**src/rtl/boot_gate_pkg.sv**
```systemverilog
// Shared codes, widths and phase type for the serial boot command gate.
package boot_gate_pkg;
    localparam int BYTE_W     = 8;
    localparam int NUM_CMDS   = 6;
    // Valid command codes, entry i at bits 8i+7:8i.
    localparam logic [NUM_CMDS*BYTE_W-1:0] CMD_TABLE =
        {8'h60, 8'h50, 8'h40, 8'h30, 8'h20, 8'h10};
    localparam logic [7:0] CMD_RAM_XFER = 8'h10;
    localparam logic [7:0] GO_AHEAD     = 8'h30;
    localparam logic [3:0] NIB_BAD_CMD  = 4'h1;
    localparam logic [3:0] NIB_RX_ERR   = 4'h8;

    typedef enum logic [1:0] {
        PH_INIT = 2'd0,
        PH_CMD  = 2'd1,
        PH_PWD  = 2'd2,
        PH_CKS  = 2'd3
    } phase_t;
endpackage

```
**src/rtl/bg_cmd_decode.sv**
```systemverilog
// Command decoder: flags whether a byte is one of the table's command codes.
// Assumes the table is packed with entry i at bits W*i+W-1:W*i.
module bg_cmd_decode #(
    parameter int W     = 8,
    parameter int COUNT = 6,
    parameter logic [COUNT*W-1:0] TABLE = '0
) (
    input  logic [W-1:0] code,
    output logic         is_valid
);
    logic [COUNT-1:0] hit;

    // One comparator per table entry.
    for (genvar i = 0; i < COUNT; i++) begin : g_cmp
        assign hit[i] = (code == TABLE[i*W +: W]);
    end

    // Any entry matching makes the code valid.
    assign is_valid = |hit;
endmodule

```
**src/rtl/bg_pwd_check.sv**
```systemverilog
// Password checker: counts incoming password bytes and keeps their running
// 8-bit sum and a mismatch flag against the reference slots.
// Assumes clear and byte_en never occur in the same cycle.
module bg_pwd_check #(
    parameter int W       = 8,
    parameter int N_BYTES = 12,
    localparam int IDX_W  = $clog2(N_BYTES)
) (
    input  logic               clk,
    input  logic               rst_n,
    input  logic               clear,
    input  logic               byte_en,
    input  logic [W-1:0]       byte_in,
    input  logic [N_BYTES*W-1:0] ref_vec,
    output logic               byte_bad,
    output logic               last_byte,
    output logic               any_bad,
    output logic [W-1:0]       sum
);
    logic [W-1:0]     ref_arr [N_BYTES];
    logic [IDX_W-1:0] idx;

    // Split the reference vector into byte slots.
    for (genvar k = 0; k < N_BYTES; k++) begin : g_slot
        assign ref_arr[k] = ref_vec[k*W +: W];
    end

    // Compare the current byte with its slot and flag the final slot.
    always_comb begin
        byte_bad  = (byte_in != ref_arr[idx]);
        last_byte = (idx == IDX_W'(N_BYTES - 1));
    end

    // Slot index, running sum and accumulated mismatch.
    always_ff @(posedge clk) begin
        if (!rst_n || clear) begin
            idx    <= '0;
            sum    <= '0;
            any_bad <= 1'b0;
        end else if (byte_en) begin
            idx     <= last_byte ? '0 : idx + 1'b1;
            sum     <= sum + byte_in;
            any_bad <= any_bad | byte_bad;
        end
    end
endmodule

```
**src/rtl/bg_tx_hold.sv**
```systemverilog
// Response holder: keeps one response byte on the transmit port until the
// transmitter takes it. Assumes load is only raised while no byte is pending.
module bg_tx_hold #(
    parameter int W = 8
) (
    input  logic         clk,
    input  logic         rst_n,
    input  logic         load,
    input  logic [W-1:0] load_data,
    input  logic         tx_ready,
    output logic         tx_valid,
    output logic [W-1:0] tx_data
);
    // Capture on load, release on handshake.
    always_ff @(posedge clk) begin
        if (!rst_n) begin
            tx_valid <= 1'b0;
            tx_data  <= '0;
        end else if (load) begin
            tx_valid <= 1'b1;
            tx_data  <= load_data;
        end else if (tx_valid && tx_ready) begin
            tx_valid <= 1'b0;
        end
    end
endmodule

```
**src/rtl/boot_gate.sv**
```systemverilog
// Serial boot command and password gate. It decodes command bytes and answers
// each one, then runs the RAM-transfer password and checksum stage.
// Assumes sync_mode changes only while rst_n is low.
module boot_gate
    import boot_gate_pkg::*;
#(
    parameter int N_PWD = 12
) (
    input  logic                  clk,
    input  logic                  rst_n,
    input  logic                  sync_mode,
    input  logic [N_PWD*8-1:0]    ref_pwd,
    input  logic                  rx_valid,
    input  logic [7:0]            rx_data,
    input  logic                  rx_err,
    output logic                  rx_ready,
    output logic                  tx_valid,
    output logic [7:0]            tx_data,
    input  logic                  tx_ready,
    output logic                  done,
    output logic                  pass,
    output logic                  pwd_err
);
    phase_t     phase;
    logic       rx_fire, cmd_fire, pwd_fire, cks_fire;
    logic       err_take, cmd_ok;
    logic [3:0] prev_hi;
    logic       tx_load;
    logic [7:0] tx_byte;
    logic       byte_bad, last_byte, any_bad;
    logic [7:0] pw_sum, cks_total;
    logic       cks_ok;

    bg_cmd_decode #(.W(BYTE_W), .COUNT(NUM_CMDS), .TABLE(CMD_TABLE)) dec_i (
        .code(rx_data), .is_valid(cmd_ok)
    );

    bg_pwd_check #(.W(BYTE_W), .N_BYTES(N_PWD)) pwd_i (
        .clk(clk), .rst_n(rst_n), .clear(cmd_fire), .byte_en(pwd_fire),
        .byte_in(rx_data), .ref_vec(ref_pwd), .byte_bad(byte_bad),
        .last_byte(last_byte), .any_bad(any_bad), .sum(pw_sum)
    );

    bg_tx_hold #(.W(BYTE_W)) tx_i (
        .clk(clk), .rst_n(rst_n), .load(tx_load), .load_data(tx_byte),
        .tx_ready(tx_ready), .tx_valid(tx_valid), .tx_data(tx_data)
    );

    // Accept strobes per phase; no byte is taken while a response is pending.
    always_comb begin
        rx_ready  = (phase != PH_INIT) && !tx_valid;
        rx_fire   = rx_valid && rx_ready;
        cmd_fire  = rx_fire && (phase == PH_CMD);
        pwd_fire  = rx_fire && (phase == PH_PWD);
        cks_fire  = rx_fire && (phase == PH_CKS);
        err_take  = rx_err && !sync_mode;
        cks_total = pw_sum + rx_data;
        cks_ok    = (cks_total == 8'h00);
    end

    // Select the response byte: go-ahead, error acknowledge or echo.
    always_comb begin
        tx_load = cmd_fire || ((phase == PH_INIT) && sync_mode);
        if (phase == PH_INIT)  tx_byte = GO_AHEAD;
        else if (err_take)     tx_byte = {prev_hi, NIB_RX_ERR};
        else if (cmd_ok)       tx_byte = rx_data;
        else                   tx_byte = {prev_hi, NIB_BAD_CMD};
    end

    // Phase sequencing through command, password and checksum stages.
    always_ff @(posedge clk) begin
        if (!rst_n) begin
            phase <= PH_INIT;
        end else begin
            unique case (phase)
                PH_INIT: phase <= PH_CMD;
                PH_CMD:  if (cmd_fire && !err_take && rx_data == CMD_RAM_XFER)
                             phase <= PH_PWD;
                PH_PWD:  if (pwd_fire && last_byte) phase <= PH_CKS;
                PH_CKS:  if (cks_fire) phase <= PH_CMD;
                default: phase <= PH_CMD;
            endcase
        end
    end

    // Track the upper nibble of every command byte taken.
    always_ff @(posedge clk) begin
        if (!rst_n)        prev_hi <= 4'h0;
        else if (cmd_fire) prev_hi <= rx_data[7:4];
    end

    // Completion pulse, result and sticky failure flag.
    always_ff @(posedge clk) begin
        if (!rst_n) begin
            done    <= 1'b0;
            pass    <= 1'b0;
            pwd_err <= 1'b0;
        end else begin
            done <= cks_fire;
            if (cks_fire) pass <= !any_bad && cks_ok;
            if ((pwd_fire && byte_bad) || (cks_fire && !cks_ok))
                pwd_err <= 1'b1;
        end
    end
endmodule

```
**config.mk**
```make
export PLATFORM = sky130hd
export DESIGN_NAME = boot_gate
export DESIGN_NICKNAME = d
export VERILOG_FILES = /design/src/rtl/boot_gate_pkg.sv /design/src/rtl/bg_cmd_decode.sv /design/src/rtl/bg_pwd_check.sv /design/src/rtl/bg_tx_hold.sv /design/src/rtl/boot_gate.sv
export SDC_FILE = /design/constraint.sdc
export NUM_CORES = 1
export LEC_CHECK = 0
export BUFFER_PORTS_ARGS = -buffer_cell sky130_fd_sc_hd__buf_4
export CAP_MARGIN = 10
export CORE_MARGIN = 5
export CORE_UTILIZATION = 51
export CTS_CLUSTER_DIAMETER = 100
export DETAILED_ROUTE_END_ITERATION = 7
export GPL_TIMING_DRIVEN = 0
export PLACE_DENSITY = 0.87
export SYNTH_ARGS = -nofsm -noshare
export SYNTH_HDL_FRONTEND = slang
export SYNTH_SLANG_ARGS = --single-unit
```
**constraint.sdc**
```tcl
create_clock -name clk -period 4.2 [get_ports clk]
set_clock_uncertainty 0.15 [all_clocks]
set_input_delay 0.21 -clock clk [delete_from_list [all_inputs] [get_ports clk]]
set_output_delay 0.21 -clock clk [all_outputs]
set_load 0.02 [all_outputs]
```
==> reports/results.ini <==
[power_and_ir_drop]
power_frac_seq_pct = 32.6
peakVddDrop_uv = 167
power_switching_mw = 0.332
powerDensity_mw_per_mm2 = 283
leakagePower_nw = 1.62
power.total_mw = 1.06
swShare_pct = 31.4
p_comb_share_pct = 38.2
clkPwrFrac_pct = 29.1
p_int_mw = 0.724

[timing]
hold_viol_final = 0
grt_setup_unrepaired = false
setup_slack_ns = 1.58
period_share_pct = 62.5
slew_violations = 0
relSlewSlack_pct = 60.1
tightest_slew_ns = 0.599
clock.fmax_mhz = 381
worst_hold_slack_ns = 0.0745
setup-tns-final_ns = 0
min_period_ns = 2.62
setup_viol = 0

[synthesis]
yosysMostFrequentCell = nand2_1
seq_area_frac_synth_pct = 23.7
synthTopCellsByArea = dfxtp_1 (24%), mux4_2 (11%), mux2i_1 (7.6%)
syn-cell-area_mm2 = 0.00262
synth-edff-count = 0
syn-num-nets = 410
synth-seq-cells = 31
synthTopCellsByCount = nand2_1 (37), dfxtp_1 (31), a21oi_1 (21), nor2_1 (21), mux2i_1 (20)
synth_cell_types = 51
synth.top_cell.area_share_pct = 23.7
async_reset_ff_share_pct = 0
yosys_warnings = 0
synthCells = 286
synth_top_cell_by_area = dfxtp_1
synth_ff_type = dfxtp_1
avgSynthCellArea_um2 = 9.17

[global_route]
antenna_found_initial = 0
grt_first_pass_wirelength_um = 12800
gr-total-overflow = 0
grt_max_degree = 11
grt_usage_pct = 25.1
grt_pass1_vias = 2863

[placement]
dp.cells = 477
preCtsSetupSlack_ns = 1.63
place_area_mm2 = 0.00362
port_buffers = 121
hpwl_um = 6760
gp_congestion = 0.903

[worst_hold_path]
hold_start = tx_ready
min_path_type = input pin to flop

[setup_path]
cp-end-kind = flop
worst_setup_path_start_kind = flop
rr_endpoint = pwd_i.idx[2]
r2r_setup_slack_ns = 1.58
timing.rr.start = phase[0]
cp.arrival_ns = 2.64
path_class = flop to flop
r2r_cells = 9
crit_start = phase[0]
endpoint = pwd_i.idx[2]
cp_max_fo = 10
required_ns = 4.21

[finish]
fin_cells = 485
num_antenna_cells = 0
drive_gt1_share_pct = 38.6
nets = 538
area_growth_pct = 42.5
fin_area_mm2 = 0.00374
finish.utilization_pct = 74.1

[die]
die_x_um = 81.7
io_pins = 123
start_util_pct = 52.0
dieArea_mm2 = 0.00668
num_rows = 26
die_y_um = 81.7
core_mm2 = 0.00504

[drt]
dr.pass1.iters = 4
vias_per_cell = 5.68
wirelength_um = 8130
dr.first_iter.drc_count = 125
wl_per_cell_um = 16.8
route.detailed.drc = 0
vias = 2754
drtAntennaViolNets = 0

[clocking]
postCtsHoldBufs = 0
root_buffer = clkbuf_8
cts_made_buffers = 5
cts_sinks = 31
cts_tree = yes
cts_setup_buffers = 0
clk_pin_slew_worst_paths_ns = 0.07
clock_latency_ns = 0.29
clockBufferDepth = 2
htreeDepth = 2
ctsResizeCount = 0

[flow_run]
maxCapViolCount = 0

[outcome]
status = finished, final reports clean

critical path, cell delays in order, from the launching register on:
cell and delay, ns:
dfxtp_1 0.43, inv_1 0.11, ha_1 0.25, nor2_1 0.20
and2_1 0.16, clkbuf_1 0.21, nand2_1 0.27, nand2_1 0.21
clkbuf_1 0.42, nor2_1 0.10
metal layers:
metal	track usage (%)	part of all wire [%]
met1	25.2	37
met2	48.1	53
met3	6.91	7.4
met4	10.8	3.3
met5	0	0
final cells by class:
cell class | instances | area, um^2
Clock inverter | 2 | 35.0
Inverter | 9 | 33.8
Timing Repair Buffer | 121 | 908
Buffer | 17 | 103
Multi-Input combinational cell | 229 | 1870
Sequential cell | 31 | 621
Fill cell | 393 | 1310
Tap cell | 70 | 87.6
Clock buffer | 6 | 82.6
layout by cell type, fill, tap and decap left out, types with 3 or more instances in the layout:
cell type / synthesis / routed
inv_1: 9 / 9
nor2_1: 21 / 21
xnor2_2: 4 / 4
buf_4: 1 / 122
mux2i_1: 20 / 20
nand3_1: 3 / 3
xnor2_1: 8 / 8
clkbuf_1: 9 / 9
a221o_1: 6 / 6
clkbuf_8: 0 / 6
a31oi_1: 3 / 3
nor3_1: 5 / 5
and2_1: 4 / 4
dfxtp_1: 31 / 31
a21oi_1: 21 / 21
and3_1: 7 / 7
mux4_1: 3 / 3
a21boi_0: 5 / 5
mux4_2: 13 / 13
buf_2: 3 / 3
o21ai_2: 4 / 4
ha_1: 13 / 13
nor2b_1: 9 / 9
o21ai_0: 4 / 4
a22oi_1: 3 / 3
nand2_1: 37 / 37
power groups by stage:
stage / Clock [mW] / Combinational (mW) / Sequential (mW)
floorplan: 0 / 0.229 / 0.361
finish: 0.308 / 0.404 / 0.344
detailed placement: 0 / 0.404 / 0.350
global route: 0.323 / 0.442 / 0.347
global placement: 0 / 0.389 / 0.347
CTS: 0.311 / 0.406 / 0.344
state kept, by name (all words and copies together), names as in the netlist:
signal,count
done,1
pass,1
phase,2
prev_hi,4
pwd_err,1
pwd_i.any_bad,1
pwd_i.idx,4
pwd_i.sum,8
tx_i.tx_data,8
tx_i.tx_valid,1
cells by family (layout without fill, tap and decap cells):
kind of cell | count (synthesis) | count (layout) | synth area share (%)
simple gates | 97 | 97 | 17.7
buf+inv | 26 | 155 | 5.20
xor+xnor | 14 | 14 | 5.82
compound gates | 68 | 68 | 18.9
fa+ha+maj | 14 | 14 | 6.97
flops | 31 | 31 | 23.7
mux | 36 | 36 | 21.8
worst min-delay path by stage:
stage / endpoint / slack (ns) / depth (start not counted)
6_report: tx_i.tx_valid / 0.07 / 3
5_1_grt: done / 0.08 / 2
4_1_cts: prev_hi[2] / 0.07 / 3
3_5_place_dp: prev_hi[3] / 0.31 / 2
3_3_place_gp: pwd_i.sum[0] / 0.30 / 2
2_1_floorplan: prev_hi[0] / 0.20 / 2
No activity file was read; power rests on OpenSTA's default activity.
